--- config.mk ---
export PLATFORM = sky130hd
export DESIGN_NAME = mc16_core
export DESIGN_NICKNAME = d
export VERILOG_FILES = /design/src/rtl/mc16_pkg.sv /design/src/rtl/mc16_regfile.sv /design/src/rtl/mc16_alu.sv /design/src/rtl/mc16_core.sv
export SDC_FILE = /design/constraint.sdc
export NUM_CORES = 1
export LEC_CHECK = 0
export ABC_AREA = 1
export BUFFER_PORTS_ARGS = -buffer_cell sky130_fd_sc_hd__buf_2
export CAP_MARGIN = 20
export CORE_MARGIN = 2
export CORE_UTILIZATION = 45
export DETAILED_ROUTE_END_ITERATION = 7
export PLACE_DENSITY = 0.7
export SLEW_MARGIN = 20
export SYNTH_ARGS = -nofsm -noshare
export SYNTH_HDL_FRONTEND = slang
export SYNTH_SLANG_ARGS = --single-unit
--- constraint.sdc ---
create_clock -name clk -period 5.5 [get_ports clk]
set_input_delay 0.55 -clock clk [delete_from_list [all_inputs] [get_ports clk]]
set_output_delay 0.55 -clock clk [all_outputs]
set_load 0.01 [all_outputs]
--- src/rtl/mc16_pkg.sv ---
package mc16_pkg;
    localparam int unsigned DATA_W  = 16;
    localparam int unsigned NREGS   = 8;
    localparam int unsigned RADDR_W = $clog2(NREGS);
    localparam int unsigned OPC_W   = 4;
    localparam int unsigned NOPC    = 1 << OPC_W;

    localparam logic [OPC_W-1:0] OPC_BR  = 4'h0;
    localparam logic [OPC_W-1:0] OPC_ADD = 4'h1;
    localparam logic [OPC_W-1:0] OPC_AND = 4'h5;
    localparam logic [OPC_W-1:0] OPC_LDR = 4'h6;
    localparam logic [OPC_W-1:0] OPC_STR = 4'h7;
    localparam logic [OPC_W-1:0] OPC_NOT = 4'h9;
    localparam logic [OPC_W-1:0] OPC_JMP = 4'hC;

    localparam logic [NOPC-1:0] SUP_MASK = NOPC'((1 << OPC_BR) | (1 << OPC_ADD) |
        (1 << OPC_AND) | (1 << OPC_LDR) | (1 << OPC_STR) | (1 << OPC_NOT) | (1 << OPC_JMP));

    typedef enum logic [3:0] {
        S_FADDR, S_FREAD, S_FLATCH, S_FLOAD, S_DECODE, S_EVAL, S_STDATA,
        S_MADDR, S_MREAD, S_MLATCH, S_MWRITE, S_EXEC, S_STORE
    } phase_t;

    typedef enum logic [1:0] {ALU_ADD, ALU_AND, ALU_NOT, ALU_PASS} alu_op_t;
endpackage

--- src/rtl/mc16_regfile.sv ---
module mc16_regfile #(
    parameter int unsigned DW = 16,
    parameter int unsigned N  = 8,
    localparam int unsigned AW = $clog2(N)
) (
    input  logic          clk,
    input  logic          rst_n,
    input  logic          we,
    input  logic [AW-1:0] waddr,
    input  logic [DW-1:0] wdata,
    input  logic [AW-1:0] ra_a,
    input  logic [AW-1:0] ra_b,
    input  logic [AW-1:0] ra_c,
    output logic [DW-1:0] rd_a,
    output logic [DW-1:0] rd_b,
    output logic [DW-1:0] rd_c
);
    logic [DW-1:0] regs [N];

    for (genvar g = 0; g < N; g++) begin : g_reg
        always_ff @(posedge clk) begin
            if (!rst_n)
                regs[g] <= '0;
            else if (we && (waddr == AW'(g)))
                regs[g] <= wdata;
        end
    end

    assign rd_a = regs[ra_a];
    assign rd_b = regs[ra_b];
    assign rd_c = regs[ra_c];
endmodule

--- src/rtl/mc16_alu.sv ---
module mc16_alu
    import mc16_pkg::*;
#(
    parameter int unsigned DW = 16
) (
    input  alu_op_t       op,
    input  logic [DW-1:0] a,
    input  logic [DW-1:0] b,
    output logic [DW-1:0] y
);
    always_comb begin
        unique case (op)
            ALU_ADD:  y = a + b;
            ALU_AND:  y = a & b;
            ALU_NOT:  y = ~a;
            ALU_PASS: y = a;
            default:  y = '0;
        endcase
    end
endmodule

--- src/rtl/mc16_core.sv ---
module mc16_core
    import mc16_pkg::*;
(
    input  logic              clk,
    input  logic              rst_n,
    output logic [DATA_W-1:0] mem_addr,
    output logic              mem_rd,
    output logic              mem_wr,
    output logic [DATA_W-1:0] mem_wdata,
    input  logic [DATA_W-1:0] mem_rdata
);
    phase_t state, state_nx;
    logic [DATA_W-1:0] pc, ir, mar, mdr, ea, alu_q;
    logic [2:0] cc, wb_cc;
    logic [NOPC-1:0] dec_oh;
    logic is_add, is_and, is_not, is_ldr, is_str, is_jmp, is_br, unsup;
    logic [RADDR_W-1:0] f_dr, f_sr1, f_sr2;
    logic [DATA_W-1:0] imm5_x, off6_x, off9_x;
    logic [DATA_W-1:0] r_a, r_b, r_c, alu_b, alu_y, wb_val;
    alu_op_t alu_op;
    logic rf_we, br_take;

    // Opcode decode: one control line per opcode value
    always_comb begin
        dec_oh = '0;
        dec_oh[ir[15:12]] = 1'b1;
    end
    assign is_add = dec_oh[OPC_ADD];
    assign is_and = dec_oh[OPC_AND];
    assign is_not = dec_oh[OPC_NOT];
    assign is_ldr = dec_oh[OPC_LDR];
    assign is_str = dec_oh[OPC_STR];
    assign is_jmp = dec_oh[OPC_JMP];
    assign is_br  = dec_oh[OPC_BR];
    assign unsup  = |(dec_oh & ~SUP_MASK);

    assign f_dr   = ir[11:9];
    assign f_sr1  = ir[8:6];
    assign f_sr2  = ir[2:0];
    assign imm5_x = {{(DATA_W-5){ir[4]}}, ir[4:0]};
    assign off6_x = {{(DATA_W-6){ir[5]}}, ir[5:0]};
    assign off9_x = {{(DATA_W-9){ir[8]}}, ir[8:0]};

    mc16_regfile #(.DW(DATA_W), .N(NREGS)) u_rf (
        .clk(clk), .rst_n(rst_n), .we(rf_we), .waddr(f_dr), .wdata(wb_val),
        .ra_a(f_sr1), .ra_b(f_sr2), .ra_c(f_dr),
        .rd_a(r_a), .rd_b(r_b), .rd_c(r_c)
    );

    always_comb begin
        if (is_and)      alu_op = ALU_AND;
        else if (is_not) alu_op = ALU_NOT;
        else             alu_op = ALU_ADD;
    end
    assign alu_b = ir[5] ? imm5_x : r_b;

    mc16_alu #(.DW(DATA_W)) u_alu (.op(alu_op), .a(r_a), .b(alu_b), .y(alu_y));

    assign br_take = (ir[11] & cc[2]) | (ir[10] & cc[1]) | (ir[9] & cc[0]);
    assign wb_val  = is_ldr ? mdr : alu_q;
    assign wb_cc   = wb_val[DATA_W-1] ? 3'b100 : ((wb_val == '0) ? 3'b010 : 3'b001);

    // State register
    always_ff @(posedge clk) begin
        if (!rst_n) state <= S_FADDR;
        else        state <= state_nx;
    end

    // Phase sequencing
    always_comb begin
        unique case (state)
            S_FADDR:  state_nx = S_FREAD;
            S_FREAD:  state_nx = S_FLATCH;
            S_FLATCH: state_nx = S_FLOAD;
            S_FLOAD:  state_nx = S_DECODE;
            S_DECODE: begin
                if (is_ldr || is_str) state_nx = S_EVAL;
                else if (unsup)       state_nx = S_FADDR;
                else                  state_nx = S_EXEC;
            end
            S_EVAL:   state_nx = is_str ? S_STDATA : S_MADDR;
            S_STDATA: state_nx = S_MADDR;
            S_MADDR:  state_nx = is_str ? S_MWRITE : S_MREAD;
            S_MREAD:  state_nx = S_MLATCH;
            S_MLATCH: state_nx = S_STORE;
            S_MWRITE: state_nx = S_FADDR;
            S_EXEC:   state_nx = (is_jmp || is_br) ? S_FADDR : S_STORE;
            S_STORE:  state_nx = S_FADDR;
            default:  state_nx = S_FADDR;
        endcase
    end

    // Strobes and write enable
    always_comb begin
        mem_rd = 1'b0;
        mem_wr = 1'b0;
        rf_we  = 1'b0;
        unique case (state)
            S_FREAD, S_MREAD: mem_rd = 1'b1;
            S_MWRITE:         mem_wr = 1'b1;
            S_STORE:          rf_we  = 1'b1;
            default: ;
        endcase
    end

    // Datapath registers
    always_ff @(posedge clk) begin
        if (!rst_n) begin
            pc    <= '0;
            ir    <= '0;
            mar   <= '0;
            mdr   <= '0;
            ea    <= '0;
            alu_q <= '0;
            cc    <= 3'b010;
        end else begin
            unique case (state)
                S_FADDR:  mar <= pc;
                S_FLATCH: mdr <= mem_rdata;
                S_FLOAD: begin
                    ir <= mdr;
                    pc <= pc + 1'b1;
                end
                S_EVAL:   ea  <= r_a + off6_x;
                S_STDATA: mdr <= r_c;
                S_MADDR:  mar <= ea;
                S_MLATCH: mdr <= mem_rdata;
                S_EXEC: begin
                    alu_q <= alu_y;
                    if (is_jmp)               pc <= r_a;
                    else if (is_br && br_take) pc <= pc + off9_x;
                end
                S_STORE:  cc <= wb_cc;
                default: ;
            endcase
        end
    end

    assign mem_addr  = mar;
    assign mem_wdata = mdr;


    cc_onehot_chk: assert property (@(posedge clk) disable iff (!rst_n)
        $countones(cc) == 1);

    cc_hold_chk: assert property (@(posedge clk) disable iff (!rst_n)
        (state == S_EXEC && (is_jmp || is_br)) |=> $stable(cc));

    strobe_excl_chk: assert property (@(posedge clk) disable iff (!rst_n)
        !(mem_rd && mem_wr));

    pc_step_chk: assert property (@(posedge clk) disable iff (!rst_n)
        (state == S_FLOAD) |=> (pc == $past(pc) + 1'b1));

    rd_pulse_chk: assert property (@(posedge clk) disable iff (!rst_n)
        mem_rd |=> !mem_rd);

    wr_data_hold_chk: assert property (@(posedge clk) disable iff (!rst_n)
        mem_wr |-> $stable(mem_wdata));

    unsup_skip_chk: assert property (@(posedge clk) disable iff (!rst_n)
        (state == S_DECODE && unsup) |=> (state == S_FADDR && $stable(pc) && $stable(cc)));
endmodule

# Word level (Yosys, flattened, before mapping)
# Memories as Yosys holds them, arrays and structs flattened. A register that Yosys moved wholly into a read port is not among the register bits.
# Cells that the tools add are included.
# classes
multipliers	0
reduce_logical	23
magnitude_cmp	2
div_mod_pow	0
muxes	62
add_sub_neg	4
bitwise	15
n_shift	0
eq_ne	23
# op_table
operator	count
$mux W16	12
$pmux W16 S2	3
$pmux W16 S4	1
$add A16 B16 Y16	3
$pmux W4 S11	1
$mux W1	30
$mux W3	7
$eq A4 B4 Y1 const B	5
$add A16 B1 Y16 const B	1
$and A16 B16 Y16	1
$eq A4 B3 Y1 const B	4
$logic_not A16 Y1	1
$not A16 Y16	1
$eq A3 B3 Y1 const B	4
$mux W4	3
$logic_and A1 B1 Y1	10
$or A1 B1 Y1	10
$reduce_or A9 Y1	1
$eq A4 B2 Y1 const B	2
$mux W2	4
$eq A3 B2 Y1 const B	2
$reduce_bool A2 Y1	3
$lt A4 B5 Y1 const B	1
$demux W1 S4	1
other kinds (13)	18
# totals
word_cells	138
regBits	103
ram_bits	128
mem_bits_ro	0
in_bits	18
output_inout_bits	34
latchBits	0
mem_count	1
# mem_list
name	depth	word_bits	read_ports	rd_ports_with_merged_regs	write_ports	line_no	text
u_rf.regs	8	16	3	3	8	mc16_regfile.sv:18	logic [DW-1:0] regs [N];

# Longest topological paths before layout
# Gate-level depths: netlist (run 1).
# logic_depth
depth_word	8
depth_mapped	20
depth_no_buf	18

# By module
# Synthesis (run 1) repeated with hierarchy kept, for this count alone.
# unflattened
hier_cells	2684
hier_area_um2	17136.4
# modules_own_cells
mod	n_inst	seq_area_each_um2	area_each_um2	cells_each
mc16_regfile	1	3843.7	8938.6	1338
mc16_core	1	2062.0	6896.6	1090
mc16_alu	1	0.0	1301.2	256

# Worst setup path after synthesis (run 1)
# Ideal clock, no wire load.
# synth_path
path_kind	reg2reg
start	reg (tool-made name)
end	reg alu_q[6]
setup_ps	126
period_less_slack_ps	2822
setup_slack_ps	2678
required_time_ps	5374
t_arrival_ps	2695
stages_incl_launch_ff	16
path_buffers	3
cell_sequence	dfxtp_1 buf_2 clkbuf_1 clkbuf_1 a21oi_1 o221ai_1 nand2_1 ha_1 fa_1 nand3_1 nand2_1 nand2_1 nand2_1 or2_2 nand3_1 a31oi_1
# synth_rtl
item	line_no	text
end signal: assignment	mc16_core.sv:129	alu_q <= alu_y;
end: declaration	mc16_core.sv:13	logic [DATA_W-1:0] pc, ir, mar, mdr, ea, alu_q;

==> results of run 1 <==
layout make-up:
cell class | instances | area share, %
Multi-Input combinational cell | 1695 | 48.2
Clock inverter | 22 | 1.94
Clock buffer | 30 | 4.18
Inverter | 264 | 5.61
Sequential cell | 240 | 34.4
Timing Repair Buffer | 73 | 2.42
Tap cell | 461 | 3.26
cell families after synthesis:
kind of cell	count (synthesis)	synth area share, %
buf+inv	389	9.50
compound gates	643	21.9
flops	240	37.7
simple gates	989	26.2
fa+ha+maj	50	4.02
xor+xnor	13	0.705
registers in the layout, summed over array words and instances (netlist names), 4 cells and up, named ones only:
| name | flops |
|---|---|
| ir | 16 |
| mem_addr | 16 |
| u_rf.regs | 128 |
| pc | 16 |
| alu_q | 16 |
| state | 4 |
| mem_wdata | 16 |
| ea | 16 |
placed cells by master (no fill, tap or decap), types with 22 or more instances in the layout:
master	count
a31oi_1	22
clkbuf_16	29
o211ai_1	89
edfxtp_1	128
nand3_1	158
buf_2	51
o21ai_0	296
a21oi_1	208
nand2_1	477
inv_1	249
nor2_1	290
ha_1	47
dfxtp_1	107
metal layers:
layer,global-route usage [%],share of wire [%],vias up
li1,-,-,7783
met3,3.89,8.3,174
met5,0,0,-
met4,15.2,5.8,0
met1,37.8,40,7591
met2,49.0,46,822
power by group through the flow:
stage,combinational (W),clock [W],sequential (W)
after floorplan,0.00261,0,0.00232
after global placement,0.00358,0,0.00250
after detailed placement,0.00361,0,0.00251
after CTS,0.00363,0.00223,0.00247
after global routing,0.00409,0.00230,0.00251
final,0.00373,0.00221,0.00248
worst reg2reg max path, delay by kind of cell (launching register included):
| family | cells | cell delay [ns] |
|---|---|---|
| AO/OA/AOI/OAI | 4 | 0.94 |
| adder cells (fa/ha/maj) | 2 | 0.72 |
| buffers and inverters | 2 | 0.79 |
| flip-flops | 1 | 0.79 |
| AND/OR/NAND/NOR | 6 | 0.75 |
metrics by stage:
step                      power, W  cell area, µm²
after floorplan            0.00493           16100
after global placement     0.00608           16600
after detailed placement   0.00612           16600
after CTS                  0.00832           17700
after global routing       0.00890           17700
final                      0.00842           17700
path summary, 6_finish.rpt:
check	from	end	slack (ns)	cells past startpoint
setup reg to reg	register	ea[14]$_SDFFE_PN0N_	1.38	14
hold reg to reg	mem_addr[7]$_SDFFE_PN0P_	mem_addr[7]$_SDFFE_PN0P_	0.44	2
hold / removal	mem_rdata[8]	mem_wdata[8]$_SDFFE_PN0P_	0.22	3
setup / recovery	register	ea[14]$_SDFFE_PN0N_	1.38	14
==> flow_summary_export.csv, run 1 <==
group,metric,value,unit
outcome,status,"complete, no violations",
clock_network,htree_num_levels,1,
clock_network,clock-sinks,240,
run,drv_cap,0,
timing,relSlewSlack,27.9,%
worst_setup_path,path_delay_family,"compound AO/OA/AOI/OAI gates",
timing,rsz0062_at_grt,"false",
global_routing,grt_pass1_wl,87100,µm
timing,period_share,74.9,%
drt,drt_iter0_drc,1883,
drt,via_count,16400,
logic_synthesis,ys.warnings.count,0,
drt,wl_per_cell,20.4,µm
clock_network,cts_hold_buf,0,
layout,post-route-util,49.9,%
layout,area_growth_syn_to_layout,9.68,%
clock_network,clockRootBuffer,"clkbuf_16",
logic_synthesis,synth_cell_types,44,
power,powerDensity,476,mW/mm²
layout,multi_input_area,0.00853,mm²
logic_synthesis,synth_edf_count,128,
clock_network,clk_pin_slew,0.07,ns
layout,seq_area,0.00609,mm²
logic_synthesis,syn_inst,2324,
floorplanning,start_util,45.5,%
power,clkPwrFrac,26.3,%
logic_synthesis,syn_area_per_cell,6.95,µm²
clock_network,cts_tree,"yes",
worst_setup_path,cp_data_required_time,5.97,ns
floorplanning,rows,69,
timing,finClkSkew,0.0252,ns
worst_setup_path,cpPeakStageDelay,0.79,ns
logic_synthesis,synth_flop_cell,"edfxtp_1",
logic_synthesis,synth_area_leaders,"edfxtp_1 24%, dfxtp_1 14%, nand2_1 11%",
power,ir_worst_vdd,310,µV
worst_setup_path,path_class,"register to register",
power,swShare,44.7,%
timing,holdWs,0.225,ns
clock_network,numCtsBuffers,29,
power,pwr-share-comb,44.3,%
worst_setup_path,crit_path_top_delay_cell,"dfxtp_4",
clock_network,insertion_delay,0.60,ns
timing,fmax,243,MHz
global_routing,track_usage,29.6,%
placement,io_buffer_count,51,
floorplanning,boundaryPins,52,
global_routing,antenna_found_initial,0,
worst_setup_path,path_cells,"clkinv_1, nor2_1, o21ai_0, o21ai_0, inv_1, ha_1, fa_1, nand3_1, nand2_1, a21boi_0, or2_2, a21oi_1, nor2_1, nor2_1",
timing,finalSetupViolCount,0,
drt,viasPerCell,5.88,
drt,first_pass_iters,6,
clock_network,cts-resized-gates,0,
layout,fillCellCount,3554,
placement,dp_cells,2732,
timing,final_max_slew_viol_count,0,
timing,tightestPinTransition,1.08,ns
global_routing,overflow,0,
logic_synthesis,yosysSeqAreaShare,37.7,%
global_routing,grt_pass1_vias,15100,
global_routing,grt_max_degree,71,
floorplanning,dieArea,0.0374,mm²
logic_synthesis,synth_nets,2392,
worst_setup_path,cp-end-kind,"register",
power,pwr-share-seq,29.5,%
timing,period_minus_slack,4.12,ns
drt,drcViolationCount,0,
power,p_int,0.00466,W
floorplanning,die_y,193,µm
logic_synthesis,synth_common_cells,"478 x nand2_1, 296 x o21ai_0, 290 x nor2_1",
worst_setup_path,critPathArrivalTime,4.59,ns
floorplanning,die_w,193,µm
logic_synthesis,synth_area,0.0161,mm²
worst_setup_path,worstPathMaxFanout,67,
timing,fin_ws,1.38,ns
layout,insertedDiodeCount,0,
clock_network,post-cts-setup-buffer-count,0,
hold_path,hp-class,"primary input to register",
logic_synthesis,synth-seq-cells,240,
layout,layout-drive-gt1-share,7.36,%
logic_synthesis,yosysMostFrequentCell,"nand2_1",
drt,ant_nets,0,
clock_network,clk_path_buf_depth,3,
timing,finalHoldViolCount,0,
logic_synthesis,async_flop_share,0,%
logic_synthesis,synth_area_leader_cell,"edfxtp_1",
layout,stdcell_count,2785,
power,p_leak,7.20,nW
logic_synthesis,yosysTopAreaCellShare,23.8,%
placement,gp_congestion,0.946,
placement,hpwl,39300,µm
floorplanning,core,0.0355,mm²
power,switching_power,0.00377,W
worst_setup_path,crit_buf_inv,2,
placement,preCtsSetupSlack,1.49,ns
drt,wirelength,56800,µm
timing,finalSetupTns,0,ns
worst_setup_path,crit_path_start_kind,"register",
layout,fin_nets,2371,
worst_setup_path,critPathMostFrequentCell,"nor2_1",
Power figures use the tool's default switching activity.
==> inputs of run 2 (changes only) <==
ABC_AREA = 0   (was 1)
PLACE_DENSITY = 0.72   (was 0.7)
clock period = 3.5 ns   (was 5.5 ns; I/O delays follow)
==> flow_summary_export.csv, run 2 <==
group,metric,value,unit
clock_network,clk_path_buf_depth,3,
worst_setup_path,critPathArrivalTime,3.79,ns
timing,period_minus_slack,3.35,ns
global_routing,busiest_layer,"met2",
global_routing,met1_usage,33.6,%
global_routing,grt_pass1_vias,12200,
worst_setup_path,worstPathMaxFanout,8,
placement,dp_cells,1952,
worst_setup_path,r2r_cells,12,
clock_network,cts_tree,"yes",
global_routing,grt_max_degree,47,
clock_network,clock-sinks,240,
layout,regMostFlops,"u_rf.regs",
worst_setup_path,r2r_slack,0.15,ns
timing,fmax,299,MHz
power,ir_worst_vdd,412,µV
power,power.total,0.00828,W
global_routing,grt_util_met2,43.5,%
hold_path,min_from,"mem_rdata[8]",
worst_setup_path,cp-end-kind,"register",
layout,layout_commonest_cell,"nor2_1",
placement,dpl_cell_area,0.0161,mm²
floorplanning,dieArea,0.0349,mm²
logic_synthesis,yosysTopAreaCellShare,25.5,%
logic_synthesis,synth_cell_types,75,
outcome,status,"complete, no violations",
placement,io_buffer_count,51,
power,powerDensity,480,mW/mm²
logic_synthesis,syn_inst,1475,
floorplanning,boundaryPins,52,
timing,rsz0062_at_grt,"true",
drt,drcViolationCount,0,
logic_synthesis,yosysMostFrequentCell,"nor2_1",
logic_synthesis,synth_area_leader_cell,"edfxtp_1",
logic_synthesis,synth_area_leaders,"edfxtp_1 26%, dfxtp_1 15%, mux4_2 14%",
hold_path,whs_endpoint,"mem_wdata[8]$_SDFFE_PN0P_",
logic_synthesis,async_flop_share,0,%
layout,fin_nets,1609,
timing,finClkSkew,0.0193,ns
layout,stdcell_count,2004,
timing,final_max_slew_viol_count,0,
drt,ant_nets,0,
worst_setup_path,crit_path_start_kind,"register",
global_routing,track_usage,25.6,%
clock_network,cts_hold_buf,0,
logic_synthesis,synth_flop_cell,"edfxtp_1",
layout,largest_reg_flops,128,
layout,layout-drive-gt1-share,21.3,%
clock_network,insertion_delay,0.57,ns
clock_network,clk_pin_slew,0.07,ns
floorplanning,rows,66,
layout,area_growth_syn_to_layout,14.5,%
layout,final_cell_area,0.0172,mm²
timing,tightestPinTransition,0.963,ns
timing,holdWs,0.152,ns
placement,hpwl,32400,µm
placement,gp_congestion,0.924,
logic_synthesis,synth_area,0.0151,mm²
power,p_leak,6.22,nW
layout,insertedDiodeCount,0,
floorplanning,core,0.0327,mm²
drt,viasPerCell,6.24,
layout,post-route-util,52.7,%
clock_network,clockRootBuffer,"clkbuf_16",
drt,first_pass_iters,5,
floorplanning,die_y,187,µm
timing,period_share,95.6,%
logic_synthesis,ys.warnings.count,0,
logic_synthesis,yosysSeqAreaShare,40.4,%
drt,drt_iter0_drc,1281,
floorplanning,die_w,187,µm
global_routing,overflow,0,
worst_setup_path,r2r_end,"alu_q[14]$_SDFFE_PN0P_",
floorplanning,start_util,46.0,%
drt,via_count,12500,
logic_synthesis,synth_nets,1543,
timing,finalSetupViolCount,0,
timing,relSlewSlack,35.6,%
timing,finalHoldViolCount,0,
run,drv_cap,0,
worst_setup_path,path_class,"register to register",
global_routing,grt_pass1_wl,70500,µm
drt,wirelength,45700,µm
logic_synthesis,synth_edf_count,128,
drt,wl_per_cell,22.8,µm
logic_synthesis,synth-seq-cells,240,
clock_network,htree_num_levels,1,
global_routing,use_met3,4.00,%
layout,layout_common_cells,"224 x nor2_1, 128 x nand2_1, 128 x edfxtp_1",
hold_path,hold_depth,4,
global_routing,antenna_found_initial,0,
logic_synthesis,synth_common_cells,"225 x nor2_1, 128 x edfxtp_1, 128 x nand2_1",
hold_path,hp-class,"primary input to register",
clock_network,numCtsBuffers,27,
worst_setup_path,cp_data_required_time,3.95,ns
logic_synthesis,syn_area_per_cell,10.2,µm²
-- run 2: cell count changes after synthesis, sizes merged, moves of 64 or more --
cell / delta
nor2: -70
nand2: -356
o211ai: -77
mux2i: +64
o21ai: -216
inv: -235
mux4: +96
a21oi: -94
nand3: -134
-- run 2: worst max-delay path by stage --
stage	start	to	slack, ns
final	register	alu_q[14]$_SDFFE_PN0P_	0.15
after global routing	register	alu_q[14]$_SDFFE_PN0P_	-0.02
after CTS	register	ea[11]$_SDFFE_PN0N_	0.001
after detailed placement	register	alu_q[14]$_SDFFE_PN0P_	0.02
after global placement	register	alu_q[14]$_SDFFE_PN0P_	0.01
after floorplan	register	alu_q[14]$_SDFFE_PN0P_	0.009
-- run 2: area by class of cell --
class                      instances  area (µm²)
inverter                          25        93.8
multi-input combinational       1114        8570
fill                            2910       15500
clock inverter                    19         270
clock buffer                      31         722
sequential                       240        6090
tap                              442         553
timing repair buffer             133         932
-- run 2: cell families after synthesis --
family                     Yosys count  share of synthesized area (%)
AOI/OAI and AO/OA                  361                           15.0
xor gates and xnor gates            37                           2.15
adders and majority gates           50                           4.31
buffers and inverters              121                           3.40
DFF                                240                           40.4
muxes                              167                           19.9
and+or+nand+nor                    499                           14.8
-- run 2: repair_timing --
| item | 4_1_cts | 5_1_grt |
|---|---|---|
| gates resized for setup | 1 | 21 |
| pin swaps | 0 | 2 |
| endpoints found under the setup margin | 1 | 15 |
| buffers inserted | 0 | 2 |
-- run 2: power breakdown --
group          total (W)  internal, W  switching, W
registers        0.00342      0.00313      0.000284
logic            0.00167     0.000697      0.000976
clock network    0.00319      0.00193       0.00126
-- run 2: stage by stage --
stage          worst slack, ns  TNS, ns
2_1_floorplan          0.00892        0
3_3_place_gp            0.0110        0
3_5_place_dp            0.0234        0
4_1_cts                0.00135        0
5_1_grt                -0.0188  -0.0188
6_report                 0.154        0
-- run 2: routing by layer --
| layer | share of wire, % | up-vias |
|---|---|---|
| met5 | 0 | - |
| met4 | 3.5 | 0 |
| met3 | 8.4 | 109 |
| met2 | 49 | 653 |
| met1 | 39 | 6063 |
| li1 | - | 5683 |
-- run 2: worst max-delay path, stage by stage, from the launching register on --
cell and delay, ns:
dfxtp_4 0.42, buf_12 0.15, mux4_2 0.48, nor2b_1 0.16, a211oi_2 0.23, nor2_1 0.08
ha_1 0.35, o21ai_0 0.13, o211ai_1 0.33, a41oi_2 0.19, o31a_1 0.28, and4_1 0.20
a211o_1 0.22
==> inputs of run 3 (changes only) <==
CTS_CLUSTER_SIZE = 10   (was unset)
SYNTH_HIERARCHICAL = 1   (was unset)
==> flow_summary_export.csv, run 3 <==
group,metric,value,unit
floorplanning,dieArea,0.0369,mm²
timing,tightestPinTransition,0.862,ns
drt,wirelength,47400,µm
layout,post-route-util,52.0,%
logic_synthesis,synth_flop_cell,"edfxtp_1",
outcome,status,"complete, no violations",
layout,area_growth_syn_to_layout,13.3,%
placement,hpwl,34300,µm
worst_setup_path,crit_path_top_delay_cell,"mux4_1",
timing,fmax,296,MHz
power,switching_power,0.00181,W
global_routing,grt_max_degree,61,
drt,first_pass_iters,5,
drt,drcViolationCount,0,
placement,preCtsSetupSlack,-0.00233,ns
timing,fin_ws,0.117,ns
floorplanning,die_w,192,µm
timing,relSlewSlack,42.2,%
global_routing,antenna_found_initial,0,
clock_network,clockRootBuffer,"clkbuf_16",
floorplanning,core,0.0347,mm²
timing,period_share,96.7,%
power,power.total,0.00684,W
layout,fin_nets,1665,
power,swShare,26.4,%
hold_path,min_from,"mem_rdata[0]",
logic_synthesis,yosysMostFrequentCell,"nor3_1",
global_routing,grt_pass1_vias,12800,
logic_synthesis,synth_nets,1602,
hold_path,hold_depth,3,
layout,insertedDiodeCount,0,
timing,final_max_slew_viol_count,0,
logic_synthesis,yosysTopAreaCellShare,24.1,%
logic_synthesis,synth_area_leader_cell,"edfxtp_1",
global_routing,busiest_layer,"met2",
worst_setup_path,cp-startpoint,"ir[0]$_SDFFE_PN0P_",
drt,via_count,13400,
power,powerDensity,379,mW/mm²
drt,viasPerCell,6.45,
logic_synthesis,synth_edf_count,128,
layout,layout_common_cells,"148 x nor3_1, 137 x nand2_1, 128 x edfxtp_1",
logic_synthesis,synth-seq-cells,231,
layout,layout-drive-gt1-share,20.6,%
clock_network,clock-sinks,231,
worst_setup_path,path_cells,"mux4_1, mux2_2, mux2_2, ha_1, a21o_1, a21oi_2, o221a_2, xor2_1, nor2_1, o31a_1, nand2_1, a21oi_1",
clock_network,numCtsBuffers,29,
power,clkPwrFrac,41.9,%
worst_setup_path,crit_cells,12,
timing,period_minus_slack,3.38,ns
global_routing,overflow,0,
logic_synthesis,yosysSeqAreaShare,37.1,%
worst_setup_path,path_class,"register to register",
worst_setup_path,critPathMostFrequentCell,"mux2_2",
worst_setup_path,cp-end-kind,"register",
logic_synthesis,async_flop_share,0,%
worst_setup_path,cp_data_required_time,3.93,ns
global_routing,grt_util_met2,42.4,%
clock_network,clk_path_buf_depth,3,
clock_network,insertion_delay,0.58,ns
logic_synthesis,syn_area_per_cell,10.4,µm²
power,p_leak,6.65,nW
timing,rsz0062_at_grt,"true",
floorplanning,rows,68,
layout,layout_commonest_cell,"nor3_1",
global_routing,track_usage,25.4,%
drt,wl_per_cell,22.8,µm
global_routing,use_met3,4.92,%
worst_setup_path,worstPathMaxFanout,8,
power,pwr-share-seq,45.3,%
layout,largest_reg_flops,128,
drt,drt_iter0_drc,1101,
logic_synthesis,synth_cell_types,80,
logic_synthesis,synth_common_cells,"148 x nor3_1, 138 x nand2_1, 128 x edfxtp_1",
timing,finalHoldViolCount,0,
floorplanning,boundaryPins,52,
floorplanning,die_y,192,µm
worst_setup_path,r2r_start,"ir[0]$_SDFFE_PN0P_",
run,drv_cap,0,
worst_setup_path,critPathArrivalTime,3.81,ns
timing,finalSetupViolCount,0,
placement,io_buffer_count,51,
global_routing,met1_usage,32.0,%
layout,fillCellCount,3074,
clock_network,cts_hold_buf,0,
clock_network,cts_tree,"yes",
timing,finClkSkew,0.00881,ns
global_routing,grt_pass1_wl,72500,µm
logic_synthesis,synth_area_leaders,"edfxtp_1 24%, mux4_1 14%, dfxtp_1 13%",
power,pwr-share-comb,12.9,%
power,ir_worst_vdd,384,µV
logic_synthesis,synth_area,0.0159,mm²
floorplanning,start_util,45.9,%
worst_setup_path,path_delay_family,"multiplexers",
worst_setup_path,cpPeakStageDelay,0.57,ns
logic_synthesis,ys.warnings.count,6,
drt,ant_nets,0,
power,p_int,0.00503,W
worst_setup_path,crit_path_start_kind,"register",
placement,gp_congestion,0.917,
layout,regMostFlops,"u_rf/regs",
worst_setup_path,r2r_cells,12,
hold_path,hp-class,"primary input to register",
worst_setup_path,crit_buf_inv,0,
clock_network,clk_pin_slew,0.06,ns
logic_synthesis,syn_inst,1534,
clock_network,htree_num_levels,1,
==> run 3: changes by cell type after synthesis, sizes merged, moves of 12 or more <==
cell,previous run,this run
nor3,18,149
nor2,225,98
mux2,7,74
buf,28,60
and2,19,2
clkinv,0,16
mux2i,64,48
o21ai,88,72
a221oi,15,3
==> run 3: power by group through the flow <==
stage	combinational, W	clock [W]	sequential [W]
floorplan	0.000550	0	0.00312
global placement	0.000829	0	0.00314
detailed placement	0.000844	0	0.00315
CTS	0.000850	0.00289	0.00309
global route	0.000951	0.00301	0.00311
finish	0.000879	0.00286	0.00310
==> run 3: cell families (layout without fill, tap and decap cells) <==
logic type | Yosys count | in the layout | synth area share (%)
AO/OA/AOI/OAI | 323 | 323 | 12.9
adder cells (fa/ha/maj) | 50 | 50 | 4.02
AND/OR/NAND/NOR | 519 | 519 | 15.8
XOR/XNOR | 30 | 30 | 1.65
flip-flops | 231 | 231 | 37.1
buffers and inverters | 163 | 248 | 4.76
multiplexers | 218 | 218 | 23.8
==> run 3: final cells by class <==
| cell class | count | area (µm²) | area share (%) |
|---|---|---|---|
| Multi-Input combinational cell | 1140 | 9400 | 52.1 |
| Clock inverter | 5 | 67.6 | 0.374 |
| Inverter | 36 | 135 | 0.749 |
| Timing Repair Buffer | 159 | 1130 | 6.26 |
| Tap cell | 455 | 569 | 3.16 |
| Sequential cell | 231 | 5910 | 32.8 |
| Clock buffer | 48 | 827 | 4.58 |
==> run 3: per-stage QoR <==
step / area [µm²] / hold WS (ns) / TNS, ns / std cells
finish: 18000 / 0.117 / 0 / 2074
global route: 18000 / 0.135 / -0.0858 / 2074
CTS: 17900 / 0.108 / 0 / 2069
detailed placement: 17000 / 0.446 / -0.00233 / 2016
global placement: 17000 / 0.439 / 0 / 2016
floorplan: 15900 / 0.431 / 0 / 1534
==> run 3: layer usage <==
metal	share of wire (%)	up-vias
met5	0	-
met3	8.1	146
met2	48	648
met1	40	6461
li1	-	6115
met4	4.5	0
==> run 3: path summary, 6_finish.rpt <==
path	endpoint	slack (ns)
hold reg to reg	ea[12]$_SDFFE_PN0P_	0.45
hold / removal	mem_wdata[0]$_SDFFE_PN0P_	0.12
setup / recovery	alu_q[7]$_SDFFE_PN0P_	0.12
setup reg to reg	alu_q[7]$_SDFFE_PN0P_	0.12
==> run 3: timing repair <==
action                     CTS  global route
setup endpoints to repair    1            15
hold endpoints to repair     0             0
resized for setup            1            37
buffers inserted             0             5
pin swaps                    0             9
==> run 3: tightest hold or removal path: cells and delay by family <==
family / cells / cell delay [ns]
compound gates: 1 / 0.08
buf+inv: 1 / 0.09
mux: 1 / 0.11
